**config.mk**
```make
export PLATFORM = sky130hd
export DESIGN_NAME = burst_col_seq
export DESIGN_NICKNAME = d
export VERILOG_FILES = /design/src/rtl/burst_seq_pkg.sv /design/src/rtl/bseq_len_decode.sv /design/src/rtl/bseq_beat_ctrl.sv /design/src/rtl/bseq_index_gen.sv /design/src/rtl/burst_col_seq.sv
export SDC_FILE = /design/constraint.sdc
export NUM_CORES = 1
export LEC_CHECK = 0
export CORE_MARGIN = 2
export CORE_UTILIZATION = 40
export CTS_CLUSTER_SIZE = 24
export DETAILED_ROUTE_END_ITERATION = 16
export GPL_TIMING_DRIVEN = 0
export PLACE_DENSITY = 0.79
export SLEW_MARGIN = 25
export SYNTH_ARGS = -nofsm -noshare
export SYNTH_HDL_FRONTEND = slang
export SYNTH_SLANG_ARGS = --single-unit
```
**constraint.sdc**
```tcl
create_clock -name clk -period 5 [get_ports clk]
set_input_delay 1 -clock clk [delete_from_list [all_inputs] [get_ports clk]]
set_output_delay 1 -clock clk [all_outputs]
set_load 0.02 [all_outputs]
```
**src/rtl/burst_seq_pkg.sv**
```systemverilog
package burst_seq_pkg;

    // Widest burst is 8 beats, so the within-block field is 3 bits
    localparam int unsigned IDX_W = 3;

    typedef enum logic {
        ORD_SEQ   = 1'b0,
        ORD_INTLV = 1'b1
    } order_e;

    typedef enum logic [1:0] {
        LEN_RSVD = 2'b00,
        LEN_2    = 2'b01,
        LEN_4    = 2'b10,
        LEN_8    = 2'b11
    } len_code_e;

    // Within-block mask, which is also the number of beats minus one
    function automatic logic [IDX_W-1:0] len_to_mask(input len_code_e code);
        case (code)
            LEN_2:   return 3'd1;
            LEN_4:   return 3'd3;
            LEN_8:   return 3'd7;
            default: return 3'd0;
        endcase
    endfunction

    // Within-block index of beat k, before masking
    function automatic logic [IDX_W-1:0] beat_index(
        input logic [IDX_W-1:0] start_idx,
        input logic [IDX_W-1:0] k,
        input order_e           ord
    );
        if (ord == ORD_INTLV) return start_idx ^ k;
        return start_idx + k;
    endfunction

endpackage

```
**src/rtl/bseq_len_decode.sv**
```systemverilog
module bseq_len_decode
    import burst_seq_pkg::*;
(
    input  logic [1:0]       len_code_i,
    output logic [IDX_W-1:0] mask_o,
    output logic             rsvd_o
);
    len_code_e code;

    always_comb begin
        code   = len_code_e'(len_code_i);
        mask_o = len_to_mask(code);
        rsvd_o = (code == LEN_RSVD);
    end
endmodule

```
**src/rtl/bseq_beat_ctrl.sv**
```systemverilog
module bseq_beat_ctrl
    import burst_seq_pkg::*;
#(
    parameter bit RESTART_ON_START = 1'b0
) (
    input  logic             clk,
    input  logic             rst,
    input  logic             start_i,
    input  logic             rsvd_i,
    input  logic [IDX_W-1:0] mask_i,
    output logic             load_o,
    output logic             busy_o,
    output logic             last_o,
    output logic [IDX_W-1:0] beat_o,
    output logic [IDX_W-1:0] lim_o,
    output logic             err_o
);
    logic             busy_q;
    logic [IDX_W-1:0] beat_q;
    logic [IDX_W-1:0] lim_q;
    logic             err_q;
    logic             at_last;

    always_comb begin
        at_last = busy_q && (beat_q == lim_q);
        load_o  = start_i && (!busy_q || at_last || RESTART_ON_START);
    end

    always_ff @(posedge clk) begin
        if (rst) begin
            busy_q <= 1'b0;
            beat_q <= '0;
            lim_q  <= '0;
            err_q  <= 1'b0;
        end else begin
            err_q <= load_o && rsvd_i;
            if (load_o) begin
                busy_q <= !rsvd_i;
                beat_q <= '0;
                lim_q  <= mask_i;
            end else if (busy_q) begin
                if (at_last) busy_q <= 1'b0;
                else         beat_q <= beat_q + 1'b1;
            end
        end
    end

    assign busy_o = busy_q;
    assign last_o = at_last;
    assign beat_o = beat_q;
    assign lim_o  = lim_q;
    assign err_o  = err_q;


    last_then_idle_chk: assert property (@(posedge clk) disable iff (rst)
        (at_last && !start_i) |=> !busy_q);


    err_without_beat_chk: assert property (@(posedge clk) disable iff (rst)
        err_q |-> !busy_q);

    generate
        if (!RESTART_ON_START) begin : g_ignore_chk

            mid_start_ignored_chk: assert property (@(posedge clk) disable iff (rst)
                (busy_q && !at_last && start_i) |=> (busy_q && beat_q == $past(beat_q) + 1'b1));
        end
    endgenerate
endmodule

```
**src/rtl/bseq_index_gen.sv**
```systemverilog
module bseq_index_gen
    import burst_seq_pkg::*;
#(
    parameter int unsigned COL_W = 10
) (
    input  logic [COL_W-1:0] base_col_i,
    input  logic [IDX_W-1:0] beat_i,
    input  logic [IDX_W-1:0] mask_i,
    input  order_e           order_i,
    output logic [COL_W-1:0] col_o
);
    logic [IDX_W-1:0] raw_idx;
    logic [COL_W-1:0] wide_mask;

    always_comb begin
        raw_idx   = beat_index(base_col_i[IDX_W-1:0], beat_i, order_i);
        wide_mask = {{(COL_W-IDX_W){1'b0}}, mask_i};
        col_o     = (base_col_i & ~wide_mask)
                  | ({{(COL_W-IDX_W){1'b0}}, raw_idx} & wide_mask);
    end
endmodule

```
**src/rtl/burst_col_seq.sv**
```systemverilog
module burst_col_seq
    import burst_seq_pkg::*;
#(
    parameter int unsigned COL_W            = 10,
    parameter bit          RESTART_ON_START = 1'b0
) (
    input  logic             clk,
    input  logic             rst,
    input  logic             start_i,
    input  logic [COL_W-1:0] start_col_i,
    input  logic [1:0]       len_code_i,
    input  logic             order_i,
    output logic [COL_W-1:0] col_o,
    output logic             valid_o,
    output logic             last_o,
    output logic             err_o
);
    localparam int unsigned HI_W = COL_W - IDX_W;

    typedef struct packed {
        logic [COL_W-1:0] col;
        order_e           ord;
    } burst_cfg_t;

    burst_cfg_t       cfg_q;
    logic [IDX_W-1:0] new_mask;
    logic             new_rsvd;
    logic             load;
    logic             busy;
    logic             at_last;
    logic [IDX_W-1:0] beat;
    logic [IDX_W-1:0] lim;
    logic             err;
    logic [COL_W-1:0] col_w;

    bseq_len_decode u_dec (
        .len_code_i (len_code_i),
        .mask_o     (new_mask),
        .rsvd_o     (new_rsvd)
    );

    bseq_beat_ctrl #(.RESTART_ON_START(RESTART_ON_START)) u_ctrl (
        .clk     (clk),
        .rst     (rst),
        .start_i (start_i),
        .rsvd_i  (new_rsvd),
        .mask_i  (new_mask),
        .load_o  (load),
        .busy_o  (busy),
        .last_o  (at_last),
        .beat_o  (beat),
        .lim_o   (lim),
        .err_o   (err)
    );

    always_ff @(posedge clk) begin
        if (rst) begin
            cfg_q <= '{col: '0, ord: ORD_SEQ};
        end else if (load) begin
            cfg_q <= '{col: start_col_i, ord: order_e'(order_i)};
        end
    end

    bseq_index_gen #(.COL_W(COL_W)) u_idx (
        .base_col_i (cfg_q.col),
        .beat_i     (beat),
        .mask_i     (lim),
        .order_i    (cfg_q.ord),
        .col_o      (col_w)
    );

    assign col_o   = col_w;
    assign valid_o = busy;
    assign last_o  = at_last;
    assign err_o   = err;


    upper_block_stable_chk: assert property (@(posedge clk) disable iff (rst)
        (valid_o && !last_o && !start_i) |=>
            (valid_o && col_o[COL_W-1:IDX_W] == $past(col_o[COL_W-1:HI_W > 0 ? IDX_W : 0])));


    seq_step_chk: assert property (@(posedge clk) disable iff (rst)
        (valid_o && !last_o && !start_i && cfg_q.ord == ORD_SEQ) |=>
            ((col_o[IDX_W-1:0] & lim) == (($past(col_o[IDX_W-1:0]) + 1'b1) & lim)));


    err_source_chk: assert property (@(posedge clk) disable iff (rst)
        err_o |-> ($past(start_i) && $past(len_code_i) == 2'b00 && !valid_o));
endmodule

```
### Word level (Yosys, flattened, before mapping)

Cells that the tools add are included.

* bitwise logic cells: 6
* multiplexer cells: 7
* eq/ne operators: 4
* add/subtract/negate cells: 2
* reduce and logical (&&, ||, !) cells: 9

Operator list (number)
* $and 10x10->10: 1
* $not 3->10: 1
* $or 10x10->10: 1
* $pmux 3 s3: 1
* $mux 3: 2
* $eq 2x2->1 const B: 2
* $mux 1: 4
* $add 3x1->3 const B: 1
* $add 3x3->3: 1
* $and 3x3->3: 1
* $eq 3x3->1: 1
* $logic_and 1x1->1: 3
* $xor 3x3->3: 1
* $eq 2x1->1 const B: 1
* $logic_not 1->1: 2
* $logic_not 2->1: 1
* $reduce_and 2->1: 1
* $reduce_or 2->1: 1
* $logic_or 1x1->1: 1
* $not 1->1: 1

* register bits: 19
* output and inout bits: 13
* logic and storage cells: 34

### Longest topological paths before layout

Gate-level depths: netlist of the first run.

* depth after elaboration: 5
* gate-level depth with buffers: 7
* gate-level depth less buffers: 7

### Cells and area by module

Synthesis of the first run repeated with hierarchy kept, for this count alone.

* cell total of the unflattened synthesis: 102
* area, all modules: 1016.0 um^2

Modules (own cells, without submodules)
* bseq_beat_ctrl: area each 442.9 um^2, seq. area each 160.2 um^2, instances 1, cells each 42
* burst_col_seq: area each 386.6 um^2, seq. area each 220.2 um^2, instances 1, cells each 35
* bseq_index_gen: area each 165.2 um^2, seq. area each 0.0 um^2, instances 1, cells each 21
* bseq_len_decode: area each 21.3 um^2, seq. area each 0.0 um^2, instances 1, cells each 4

### Least setup slack after synthesis of the first run

No wires, ideal clock.

* path kind: register to output
* start point: reg u_ctrl.beat_q[0] (netlist: u_ctrl.beat_o[0])
* end point: out col_o[2]
* stages on the path, launching flop included: 8
* path slack: 2331 ps
* required time: 4000 ps
* arrival time: 1669 ps
* cell sequence: dfxtp_1 > ha_1 > inv_1 > fa_1 > nor2_1 > xor2_1 > nand2_1 > xnor2_1

* word-level cells in the longest chain between the ends: 4

Ends and longest elaborated chain
* start: declaration: RTL line bseq_beat_ctrl.sv:19 `logic [IDX_W-1:0] beat_q;`
* start signal: assignment: RTL line bseq_beat_ctrl.sv:43 `else beat_q <= beat_q + 1'b1;`
* $add 3x3->3: RTL line burst_seq_pkg.sv:35 `return start_idx + k;`
* $mux 3: RTL line burst_seq_pkg.sv:35
* $and 3x3->3: RTL line bseq_index_gen.sv:19 `| ({{(COL_W-IDX_W){1'b0}}, raw_idx} & wide_mask);`
* $or 10x10->10: RTL line bseq_index_gen.sv:19
* end: declaration: RTL line burst_col_seq.sv:13 `output logic [COL_W-1:0] col_o,`

Every way passes these cells.

### Final worst setup path of the first run

Same ends and word-level chain as after synthesis.

==> results of run 1 <==
[layout make-up]
class,instances,area share [%]
multi-input cells,53,36.2
flip-flops and latches,19,30.0
repair buffers,28,22.1
plain buffers,9,5.92
well taps,28,2.76
clock buffers,3,1.78
inverters,3,0.888
clock inverters,1,0.394
[placed cells by master (no fill, tap or decap), types with 2 or more instances in the layout]
master / Yosys / final
buf_4: 7 / 7
clkbuf_4: 0 / 3
nor3b_1: 2 / 2
xor2_2: 2 / 2
nor4b_1: 3 / 3
dfxtp_1: 19 / 19
inv_1: 3 / 3
buf_6: 2 / 2
ha_1: 3 / 3
xor2_1: 2 / 2
o21ai_0: 3 / 3
a22o_1: 13 / 13
clkdlybuf4s50_1: 0 / 28
nand2_1: 7 / 7
or2_2: 2 / 2
[registers in the layout, indices dropped and copies added (netlist names)]
register,count
cfg_q,11
u_ctrl.beat_o,3
u_ctrl.lim_o,3
u_ctrl.busy_o,1
u_ctrl.err_o,1
[worst max-delay path, cell delays in order, from the launching register on]
cell,delay [ns]
dfxtp_1,0.47
ha_1,0.20
inv_1,0.05
fa_1,0.35
nor2_1,0.14
xor2_1,0.17
nand2_1,0.09
xnor2_1,0.15
clkdlybuf4s50_1,0.62
[layer usage]
metal | vias to the layer above | part of all wire, %
li1 | 361 | -
met1 | 339 | 46
met2 | 29 | 48
met3 | 6 | 4.2
met4 | 0 | 2.7
met5 | - | 0
[cells in the mapped netlist (all sizes together), types with 2 or more instances]
cell type | count | area share [%]
a21oi | 2 | 2.3
dfxtp | 19 | 41
nor4b | 3 | 2.8
nor3b | 2 | 1.6
ha | 3 | 4.1
o21ai | 3 | 1.6
inv | 3 | 1.2
xor2 | 4 | 5.4
nand2 | 7 | 2.8
nor2 | 2 | 1.6
buf | 9 | 8.1
or2 | 2 | 1.4
a22o | 13 | 12
[cells by family (layout without fill, tap and decap cells)]
kind of cell,Yosys count,after routing
AOI/OAI and AO/OA,22,22
xor gates and xnor gates,5,5
adders and majority gates,4,4
buffers and inverters,12,44
DFF,19,19
muxes,1,1
and+or+nand+nor,21,21
[stage by stage]
step	instances	setup WS [ns]	area, um^2
6_report	144	1.44	1270
5_1_grt	144	1.27	1270
4_1_cts	144	1.44	1270
3_3_place_gp	140	1.83	1240
2_1_floorplan	84	2.33	926
3_5_place_dp	140	1.84	1240
[power groups by stage]
stage               combinational, mW  sequential, mW  clock (mW)
detailed placement             0.0823           0.174           0
global route                   0.0887           0.172      0.0922
floorplan                      0.0472           0.173           0
finish                         0.0826           0.171      0.0799
global placement               0.0809           0.174           0
CTS                            0.0831           0.171      0.0836
[worst paths after layout]
kind                            endpoint  slack, ns  cells past startpoint
worst min register to register  cfg_q[9]       0.49                      1
worst max-delay path            col_o[2]       1.44                      8
worst min-delay path            cfg_q[9]       0.49                      1
worst max register to register  cfg_q[3]       3.39                      5
==> impl_metrics.json, run 1 <==
{
  "synth.yosys.seq_area_share_pct": 41.1,
  "drtIter0Drc": 14,
  "cts.sinks": 19,
  "period_minus_slack_ns": 3.56,
  "core_um2": 2190,
  "comb_power_share_pct": 24.7,
  "timing.rr.start": "u_ctrl.beat_o[1]",
  "worstPathRequired_ns": 4.00,
  "syn_to_final_growth_pct": 37.0,
  "path_clk_slew_ns": 0.12,
  "antenna_found_initial": 0,
  "fmax_ghz": 0.281,
  "port_buffers": 28,
  "fin_util_pct": 57.9,
  "cp_max_fo": 6,
  "first_global_vias": 708,
  "die_h_um": 52.1,
  "synthAdderAreaFrac_pct": 6.22,
  "h-tree-depth": 1,
  "netlist_instances": 84,
  "p_leak_nw": 0.513,
  "fin_skew_ns": 0.0142,
  "dpl.hpwl_um": 1410,
  "syn-cell-area_um2": 926,
  "synth_top_family_by_area": "compound AO/OA/AOI/OAI gates",
  "regArea_um2": 380,
  "rsz0062_at_grt": "no",
  "wl_um": 1940,
  "post-route-period-util_pct": 71.1,
  "std_cell_rows": 17,
  "drive_above_1_share_pct": 19.0,
  "report.final.slew_viol_count": 0,
  "cts_tree": "built",
  "p_clk_share_pct": 24.0,
  "diodes": 0,
  "track_usage_pct": 16.7,
  "postCtsHoldBufs": 0,
  "holdWs_ns": 0.490,
  "multi_input_comb_area_um2": 459,
  "vias_per_cell": 5.10,
  "start_kind": "flop",
  "synthXorXnorAreaFrac_pct": 6.35,
  "ant_nets": 0,
  "yosys_warnings": 0,
  "swShare_pct": 28.8,
  "vias": 735,
  "syn_avg_cell_area_um2": 11.0,
  "grt_most_used_layer": "met2",
  "grt_max_degree": 12,
  "gp_congestion": 0.697,
  "drt-pass1-iter-count": 4,
  "die_x_um": 52.1,
  "drc": 0,
  "internal_power_mw": 0.238,
  "synth-async-reset-ratio_pct": 0,
  "ys_types": 29,
  "ys_seq_elements": 19,
  "hold_start": "cfg_q[9]",
  "ctsLongestPathBuffers": 2,
  "min_path_type": "flop to flop",
  "io_pins": 29,
  "cap_violations": 0,
  "worstSetupPathType": "flop to output port",
  "root_buffer": "clkbuf_4",
  "clock_latency_ns": 0.31,
  "finalHoldViolCount": 0,
  "grt.met1_usage_pct": 20.1,
  "synth_compound_area_share_pct": 22.3,
  "met3_usage_pct": 5.46,
  "status": "completed",
  "ys.flop_type": "dfxtp_1",
  "tightestPinTransition_ns": 0.401,
  "setup_viol": 0,
  "synthesis.nets": 104,
  "cts_setup_buffers": 0,
  "overflow": 0,
  "ir_drop_mv": 0.155,
  "yosys-mux-area-fraction_pct": 1.22,
  "p_seq_share_pct": 51.3,
  "synthSimpleGateAreaFrac_pct": 13.5,
  "wire_per_inst_um": 13.5,
  "synth-edff-count": 0,
  "cts_resized": 0,
  "die_area_um2": 2720,
  "cp-end-kind": "output port",
  "p_sw_mw": 0.0962,
  "powerDensity_nw_per_um2": 263,
  "finalPower_mw": 0.334,
  "slew_headroom_pct": 73.2,
  "use_met2_pct": 25.5,
  "initial_core_util_pct": 42.3,
  "fillers": 180,
  "startpoint": "u_ctrl.beat_o[0]",
  "cts_buffers": 3,
  "grt_pass1_wl_um": 3170,
  "num-nets-final": 137,
  "worst_ep_arrival_time_ns": 2.56,
  "setup_tns_ns": 0
}
No activity file was read; power rests on OpenSTA's default activity.
==> run 2, diff against run 1 <==
Clock period 5 ns to 3.5 ns, I/O delays scaled along.
==> results of run 2 <==
Same layout as run 1 (identical final DEF). Status: completed.
Main changes from that run: setup slack after placement 1.84 ns -> 0.645 ns; setup slack after layout 1.44 ns -> 0.243 ns; register-to-register setup slack 3.39 ns -> 1.89 ns; total power 0.334 mW -> 0.477 mW; worst IR drop on VDD 0.155 mV -> 0.222 mV
==> run 3, diff against run 2 <==
Settings changed: TNS_END_PERCENT set to 100.
==> results of run 3 <==
Same layout as run 1 (identical final DEF). Status: completed.
Main changes from that run: setup slack after placement 1.84 ns -> 0.645 ns; setup slack after layout 1.44 ns -> 0.243 ns; register-to-register setup slack 3.39 ns -> 1.89 ns; total power 0.334 mW -> 0.477 mW; worst IR drop on VDD 0.155 mV -> 0.222 mV
